===== config.mk =====
export PLATFORM = sky130hd
export DESIGN_NAME = cfg_word_loader
export DESIGN_NICKNAME = d
export VERILOG_FILES = /design/src/rtl/cfg_loader_pkg.sv /design/src/rtl/cfg_load_arm.sv /design/src/rtl/cfg_addr_decode.sv /design/src/rtl/cfg_word_gather.sv /design/src/rtl/cfg_commit.sv /design/src/rtl/cfg_word_loader.sv
export SDC_FILE = /design/constraint.sdc
export NUM_CORES = 1
export LEC_CHECK = 0
export ABC_AREA = 1
export BUFFER_PORTS_ARGS = -buffer_cell sky130_fd_sc_hd__buf_4
export CAP_MARGIN = 20
export CELL_PAD_IN_SITES_DETAIL_PLACEMENT = 2
export CELL_PAD_IN_SITES_GLOBAL_PLACEMENT = 2
export CORE_MARGIN = 10
export CORE_UTILIZATION = 36
export CTS_CLUSTER_SIZE = 24
export DETAILED_ROUTE_END_ITERATION = 7
export MAX_ROUTING_LAYER = met4
export PLACE_DENSITY_LB_ADDON = 0.1
export REMOVE_ABC_BUFFERS = 1
export SYNTH_ARGS = -nofsm -noshare
export SYNTH_HDL_FRONTEND = slang
export SYNTH_HIERARCHICAL = 1
export SYNTH_SLANG_ARGS = --single-unit

===== constraint.sdc =====
create_clock -name clk -period 2.6 [get_ports clk]
set_input_delay 0.52 -clock clk [delete_from_list [all_inputs] [get_ports clk]]
set_output_delay 0.52 -clock clk [all_outputs]
set_load 0.01 [all_outputs]

===== src/rtl/cfg_loader_pkg.sv =====
package cfg_loader_pkg;

  // Destination class of one group, decoded from its address word
  typedef enum logic [1:0] {
    TGT_NONE = 2'd0,
    TGT_COEF = 2'd1,
    TGT_RND  = 2'd2,
    TGT_LIM  = 2'd3
  } tgt_e;

endpackage


===== src/rtl/cfg_load_arm.sv =====
module cfg_load_arm (
  input  logic clk,
  input  logic rst_n,
  input  logic load_n,
  output logic take
);

  logic strobe_q, strobe_d;
  logic armed_q, armed_d;

  // armed stays set while the strobe is low, and sets only when the
  // strobe was seen high on the previous edge
  always_comb begin
    strobe_d = load_n;
    armed_d  = ~load_n & (armed_q | strobe_q);
  end

  always_ff @(posedge clk or negedge rst_n) begin
    if (!rst_n) begin
      strobe_q <= 1'b0;
      armed_q  <= 1'b0;
    end else begin
      strobe_q <= strobe_d;
      armed_q  <= armed_d;
    end
  end

  assign take = armed_d;

  AST_ARM_AFTER_HIGH: assert property (@(posedge clk) disable iff (!rst_n)
    $rose(armed_q) |-> $past(load_n, 2));

endmodule


===== src/rtl/cfg_addr_decode.sv =====
module cfg_addr_decode
  import cfg_loader_pkg::*;
#(
  parameter int                CFG_W    = 12,
  parameter int                ROW_AW   = 8,
  parameter int                IDX_W    = 4,
  parameter logic [CFG_W-1:0]  RND_BASE = 'h800,
  parameter logic [CFG_W-1:0]  LIM_BASE = 'hC00
) (
  input  logic [CFG_W-1:0]  addr,
  output tgt_e              tgt,
  output logic [ROW_AW-1:0] row,
  output logic [IDX_W-1:0]  idx
);

  localparam int TAG_W = CFG_W - IDX_W;

  logic [TAG_W-1:0] tag;

  always_comb begin
    tag = addr[CFG_W-1:IDX_W];
    row = addr[ROW_AW-1:0];
    idx = addr[IDX_W-1:0];
    if (addr[CFG_W-1:ROW_AW] == '0) begin
      tgt = TGT_COEF;
    end else if (tag == RND_BASE[CFG_W-1:IDX_W]) begin
      tgt = TGT_RND;
    end else if (tag == LIM_BASE[CFG_W-1:IDX_W]) begin
      tgt = TGT_LIM;
    end else begin
      tgt = TGT_NONE;
    end
  end

endmodule


===== src/rtl/cfg_word_gather.sv =====
module cfg_word_gather #(
  parameter int CFG_W    = 12,
  parameter int NUM_DATA = 4
) (
  input  logic                            clk,
  input  logic                            rst_n,
  input  logic                            take,
  input  logic [CFG_W-1:0]                word,
  output logic [CFG_W-1:0]                addr_q,
  output logic [(NUM_DATA-1)*CFG_W-1:0]   slots_flat,
  output logic                            last_now
);

  localparam int              PH_W = $clog2(NUM_DATA + 1);
  localparam logic [PH_W-1:0] LAST = PH_W'(NUM_DATA);

  logic [PH_W-1:0]  phase_q, phase_d;
  logic [CFG_W-1:0] addr_d;
  logic             addr_en;

  // phase 0 expects an address, phases 1..NUM_DATA expect data words
  always_comb begin
    addr_en  = take && (phase_q == '0);
    addr_d   = word;
    last_now = take && (phase_q == LAST);
    if (!take || phase_q == LAST) begin
      phase_d = '0;
    end else begin
      phase_d = phase_q + 1'b1;
    end
  end

  always_ff @(posedge clk or negedge rst_n) begin
    if (!rst_n) begin
      phase_q <= '0;
    end else begin
      phase_q <= phase_d;
    end
  end

  always_ff @(posedge clk or negedge rst_n) begin
    if (!rst_n) begin
      addr_q <= '0;
    end else if (addr_en) begin
      addr_q <= addr_d;
    end
  end

  // the last data word is never stored: it goes straight to the commit stage
  for (genvar k = 0; k < NUM_DATA - 1; k++) begin : g_slot
    logic [CFG_W-1:0] slot_q;
    logic             slot_en;

    always_comb slot_en = take && (phase_q == PH_W'(k + 1));

    always_ff @(posedge clk or negedge rst_n) begin
      if (!rst_n) begin
        slot_q <= '0;
      end else if (slot_en) begin
        slot_q <= word;
      end
    end

    assign slots_flat[k*CFG_W +: CFG_W] = slot_q;
  end

  AST_PHASE_BOUND: assert property (@(posedge clk) disable iff (!rst_n)
    phase_q <= LAST);
  AST_PHASE_ADVANCE: assert property (@(posedge clk) disable iff (!rst_n)
    (take && phase_q != LAST) |=> (phase_q == PH_W'($past(phase_q) + 1'b1)));
  AST_GROUP_WRAPS: assert property (@(posedge clk) disable iff (!rst_n)
    last_now |=> (phase_q == '0));
  AST_ABANDON_CLEARS: assert property (@(posedge clk) disable iff (!rst_n)
    !take |=> (phase_q == '0));

endmodule


===== src/rtl/cfg_commit.sv =====
module cfg_commit
  import cfg_loader_pkg::*;
#(
  parameter int CFG_W    = 12,
  parameter int NUM_DATA = 4,
  parameter int ROW_AW   = 8,
  parameter int IDX_W    = 4,
  parameter int BYTE_W   = 8
) (
  input  logic                         clk,
  input  logic                         rst_n,
  input  logic                         commit,
  input  tgt_e                         tgt,
  input  logic [ROW_AW-1:0]            row,
  input  logic [IDX_W-1:0]             idx,
  input  logic [NUM_DATA*CFG_W-1:0]    words_flat,
  output logic                         coef_we,
  output logic [ROW_AW-1:0]            coef_row,
  output logic [NUM_DATA*CFG_W-1:0]    coef_data,
  output logic                         rnd_we,
  output logic                         lim_we,
  output logic [IDX_W-1:0]             reg_idx,
  output logic [NUM_DATA*BYTE_W-1:0]   reg_data
);

  localparam int REG_W  = NUM_DATA * BYTE_W;
  localparam int COEF_W = NUM_DATA * CFG_W;

  logic [REG_W-1:0] packed_bytes;

  // low byte of each word, first word in the least significant lane
  for (genvar k = 0; k < NUM_DATA; k++) begin : g_lane
    assign packed_bytes[k*BYTE_W +: BYTE_W] = words_flat[k*CFG_W +: BYTE_W];
  end

  logic              coef_we_d, rnd_we_d, lim_we_d;
  logic              coef_ld, reg_ld;
  logic [COEF_W-1:0] coef_data_d;
  logic [REG_W-1:0]  reg_data_d;

  always_comb begin
    coef_we_d   = commit && (tgt == TGT_COEF);
    rnd_we_d    = commit && (tgt == TGT_RND);
    lim_we_d    = commit && (tgt == TGT_LIM);
    coef_ld     = coef_we_d;
    reg_ld      = rnd_we_d || lim_we_d;
    coef_data_d = words_flat;
    reg_data_d  = packed_bytes;
  end

  always_ff @(posedge clk or negedge rst_n) begin
    if (!rst_n) begin
      coef_we <= 1'b0;
      rnd_we  <= 1'b0;
      lim_we  <= 1'b0;
    end else begin
      coef_we <= coef_we_d;
      rnd_we  <= rnd_we_d;
      lim_we  <= lim_we_d;
    end
  end

  always_ff @(posedge clk or negedge rst_n) begin
    if (!rst_n) begin
      coef_row  <= '0;
      coef_data <= '0;
    end else if (coef_ld) begin
      coef_row  <= row;
      coef_data <= coef_data_d;
    end
  end

  always_ff @(posedge clk or negedge rst_n) begin
    if (!rst_n) begin
      reg_idx  <= '0;
      reg_data <= '0;
    end else if (reg_ld) begin
      reg_idx  <= idx;
      reg_data <= reg_data_d;
    end
  end

  AST_ONE_TARGET: assert property (@(posedge clk) disable iff (!rst_n)
    $onehot0({coef_we, rnd_we, lim_we}));
  AST_COEF_PULSE: assert property (@(posedge clk) disable iff (!rst_n)
    coef_we |=> !coef_we);
  AST_REG_PULSE: assert property (@(posedge clk) disable iff (!rst_n)
    (rnd_we || lim_we) |=> !(rnd_we || lim_we));
  AST_INVALID_SILENT: assert property (@(posedge clk) disable iff (!rst_n)
    (commit && tgt == TGT_NONE) |=> !(coef_we || rnd_we || lim_we));
  AST_REG_DATA_HELD: assert property (@(posedge clk) disable iff (!rst_n)
    !(rnd_we || lim_we) |-> $stable(reg_data) || $past(reg_ld));

endmodule


===== src/rtl/cfg_word_loader.sv =====
module cfg_word_loader
  import cfg_loader_pkg::*;
#(
  parameter int CFG_W    = 12,
  parameter int NUM_DATA = 4,
  parameter int ROW_AW   = 8,
  parameter int IDX_W    = 4,
  parameter int BYTE_W   = 8
) (
  input  logic                        clk,
  input  logic                        rst_n,
  input  logic                        load_n,
  input  logic [CFG_W-1:0]            cfg_word,
  output logic                        coef_we,
  output logic [ROW_AW-1:0]           coef_row,
  output logic [NUM_DATA*CFG_W-1:0]   coef_data,
  output logic                        rnd_we,
  output logic                        lim_we,
  output logic [IDX_W-1:0]            reg_idx,
  output logic [NUM_DATA*BYTE_W-1:0]  reg_data
);

  logic                          take;
  logic                          last_now;
  logic [CFG_W-1:0]              addr_q;
  logic [(NUM_DATA-1)*CFG_W-1:0] slots_flat;
  logic [NUM_DATA*CFG_W-1:0]     words_all;
  tgt_e                          tgt;
  logic [ROW_AW-1:0]             row;
  logic [IDX_W-1:0]              idx;

  cfg_load_arm i_arm (
    .clk    (clk),
    .rst_n  (rst_n),
    .load_n (load_n),
    .take   (take)
  );

  cfg_word_gather #(
    .CFG_W    (CFG_W),
    .NUM_DATA (NUM_DATA)
  ) i_gather (
    .clk        (clk),
    .rst_n      (rst_n),
    .take       (take),
    .word       (cfg_word),
    .addr_q     (addr_q),
    .slots_flat (slots_flat),
    .last_now   (last_now)
  );

  cfg_addr_decode #(
    .CFG_W  (CFG_W),
    .ROW_AW (ROW_AW),
    .IDX_W  (IDX_W)
  ) i_decode (
    .addr (addr_q),
    .tgt  (tgt),
    .row  (row),
    .idx  (idx)
  );

  assign words_all = {cfg_word, slots_flat};

  cfg_commit #(
    .CFG_W    (CFG_W),
    .NUM_DATA (NUM_DATA),
    .ROW_AW   (ROW_AW),
    .IDX_W    (IDX_W),
    .BYTE_W   (BYTE_W)
  ) i_commit (
    .clk        (clk),
    .rst_n      (rst_n),
    .commit     (last_now),
    .tgt        (tgt),
    .row        (row),
    .idx        (idx),
    .words_flat (words_all),
    .coef_we    (coef_we),
    .coef_row   (coef_row),
    .coef_data  (coef_data),
    .rnd_we     (rnd_we),
    .lim_we     (lim_we),
    .reg_idx    (reg_idx),
    .reg_data   (reg_data)
  );

  AST_WRITE_NEEDS_LOW: assert property (@(posedge clk) disable iff (!rst_n)
    (coef_we || rnd_we || lim_we) |-> !$past(load_n));

endmodule


==> run metrics <==
Yosys cell types=16; DRT Pass-1 Iters=4; cell taking the most area after synthesis=dfrtp_1; flops & latches, synth=148; Clock Tree Root=clkbuf_16; status=finished, final reports clean; Fmax achieved=503 MHz; port bufs=109; synth top area cells=dfrtp_1 59%, nand2_1 18%, nand4_1 9.2%, nand3_1 3.9%, buf_4 3.1%; # setup viols final=0; Worst Skew=0.0103 ns; nets@finish=785; DP Worst Slack=0.638 ns; GRT overflow=0; unrepaired setup endpoints after global routing=no; CTS Buf Count=17; initial antenna violation count=0; Final Hold Fails=0; syn_area_per_cell=9.13 µm²; Starting DRT DRC Count=218; GPL Wtd Cong=0.793; layout cells sized above 1=22.1%; Synth Area in Adders=1.00%; Ys Warns=6; Tot GR Track Use=19.6%; global-route wire length before repair=34000 µm; vias in the first global route=5914; largest family of logic cells by synthesized area=simple AND/OR/NAND/NOR gates; Synth Area in XOR/XNOR=0%; peak supply drop=0.458 mV; critical path endpoint category=flip-flop; Synth Instances=683; DRC viols=0; final wirelength=21100 µm; clock sinks=148; # diodes=0; antenna-violating nets left=0; die area=23000 µm²; Final period util=76.5%; post-synthesis compound-gate area fraction=0%; Worst R2R Start=i_gather/phase_q[2]; DR WL/cell=21.0 µm; CTS max path bufs=2; worst skew pair latency=0.42 ns; max cap viols=0; Ports=110; row cnt=48; CTS tree=yes; Post-DP HPWL=13800 µm; Slew Limit Fails=0; cts hold-fix bufs=0; critical path launch point=i_gather/phase_q[2]; worst endpoint required time=2.90 ns; max_slew headroom=60.6%; # Post-CTS Setup Buffers=0; largest net degree at the start of global routing=54; Worst-Margin Slew=0.591 ns; CTS resizes=0; Final Core Density=45.4%; CORE AREA=17100 µm²; Starting Density=36.4%; Die Span Y=152 µm; DR vias/cell=5.31; vias=5323; area of the mapped netlist=6230 µm²; power per standard cell area=771 nW/µm²; min-delay worst type=input port to asynchronous set/reset pin; post-route minimum period=1.99 ns; Pleak=0.00431 µW; fill cell count=1880; Crit Path Max Fanout=28; H-tree depth=4; startpoint types=flip-flop; area delta synth->final=24.6%; share of the yosys chip area belonging to registers=59.4%; Critical Path AT=2.29 ns; mux cell area share after synthesis=0%; Simple-Gate Fraction of Synth Area=32.1%; clock transition at the registers of the reported paths=0.06 ns; die width=152 µm; crit path kind=flip-flop to flip-flop; Worst Slack Setup Final=0.611 ns; top-area cell type share of the netlist area=59.4%
==> synthesized netlist by cell type <==
cell type	number
nand2_1	292
dfrtp_1	148
nand4_1	92
nand3_1	49
buf_4	26
buf_2	25
inv_1	13
clkbuf_1	11
nor2_1	11
ha_1	5
buf_6	4
nand3_2	3
clkbuf_2	1
inv_2	1
nor2_2	1
nor3_2	1
==> worst max-delay path, cell delays in order (launching register included) <==
cell and delay, ns:
dfrtp_1 0.40, inv_2 0.39, ha_1 0.23, buf_4 0.22, nand2_1 0.36, nand2_1 0.20, nand2_1 0.07
==> cell families after synthesis <==
group,after synthesis
fa+ha+maj,5
buf+inv,81
flops,148
simple gates,449
==> area by class of cell <==
| type | count | area [µm²] | area share (%) |
|---|---|---|---|
| Clock buffer | 24 | 512 | 6.59 |
| Tap cell | 225 | 282 | 3.62 |
| Clock inverter | 8 | 120 | 1.55 |
| Sequential cell | 148 | 3700 | 47.7 |
| Timing Repair Buffer | 130 | 1000 | 12.9 |
| Inverter | 14 | 52.6 | 0.676 |
| Multi-Input combinational cell | 454 | 2100 | 27.0 |
==> power breakdown <==
group / switching (µW) / leakage, µW / internal, µW
Combinational: 457 / 0.00200 / 195
Sequential: 192 / 0.00200 / 2530
Clock: 958 / 0.000308 / 1660
Total: 1610 / 0.00431 / 4390
==> cells in the final DEF (no fill, tap or decap), types with 2 or more instances in the layout <==
cell / count
clkbuf_16: 17
nor2_4: 2
ha_1: 5
nand2_1: 291
bufinv_16: 3
nor2_1: 9
inv_2: 2
nand3_1: 48
inv_1: 12
nand4_1: 92
nand3_2: 4
clkinv_2: 3
clkinvlp_4: 2
clkbuf_8: 6
buf_12: 2
dfrtp_1: 148
buf_4: 127
==> metrics by stage <==
stage	setup TNS, ns	std cells	total power (µW)	instance area (µm²)	hold slack, ns
2_1_floorplan	-486.86	616	3020	5820	0.224
3_3_place_gp	0	971	3350	7140	0.455
3_5_place_dp	0	971	3390	7140	0.463
4_1_cts	0	1003	6050	7770	0.0850
5_1_grt	0	1003	6270	7770	0.0862
6_report	0	1003	5990	7770	0.0595
==> flip-flops by register name (all words and copies together) (netlist names), 3 cells and up <==
register                flops
i_commit/coef_data         48
i_commit/coef_row           8
i_commit/reg_data          32
i_commit/reg_idx            4
i_gather/addr_q            12
i_gather/g_slot.slot_q     36
i_gather/phase_q            3
==> layer usage <==
layer	up-vias	global-route usage [%]	share of wire (%)	wire length (µm)
met5	-	-	0	0
met4	0	4.96	0.99	208
met3	16	3.47	4.3	898
met2	111	32.9	51	10700
met1	2785	24.1	44	9260
li1	2411	-	-	-
==> worst paths after layout <==
path	endpoint	slack, ns	cells after the start
worst min register to register	i_commit/reg_data[19]	0.47	2
worst max register to register	i_gather/g_slot[2].slot_q[2]	0.61	6
worst max-delay path	i_gather/g_slot[2].slot_q[2]	0.61	6
worst min-delay path	i_commit/coef_we	0.06	1
min in group clk	i_arm/strobe_q	0.23	1
max in group asynchronous	i_gather/g_slot[0].slot_q[0]	1.75	2
No activity file was read; power rests on OpenSTA's default activity.
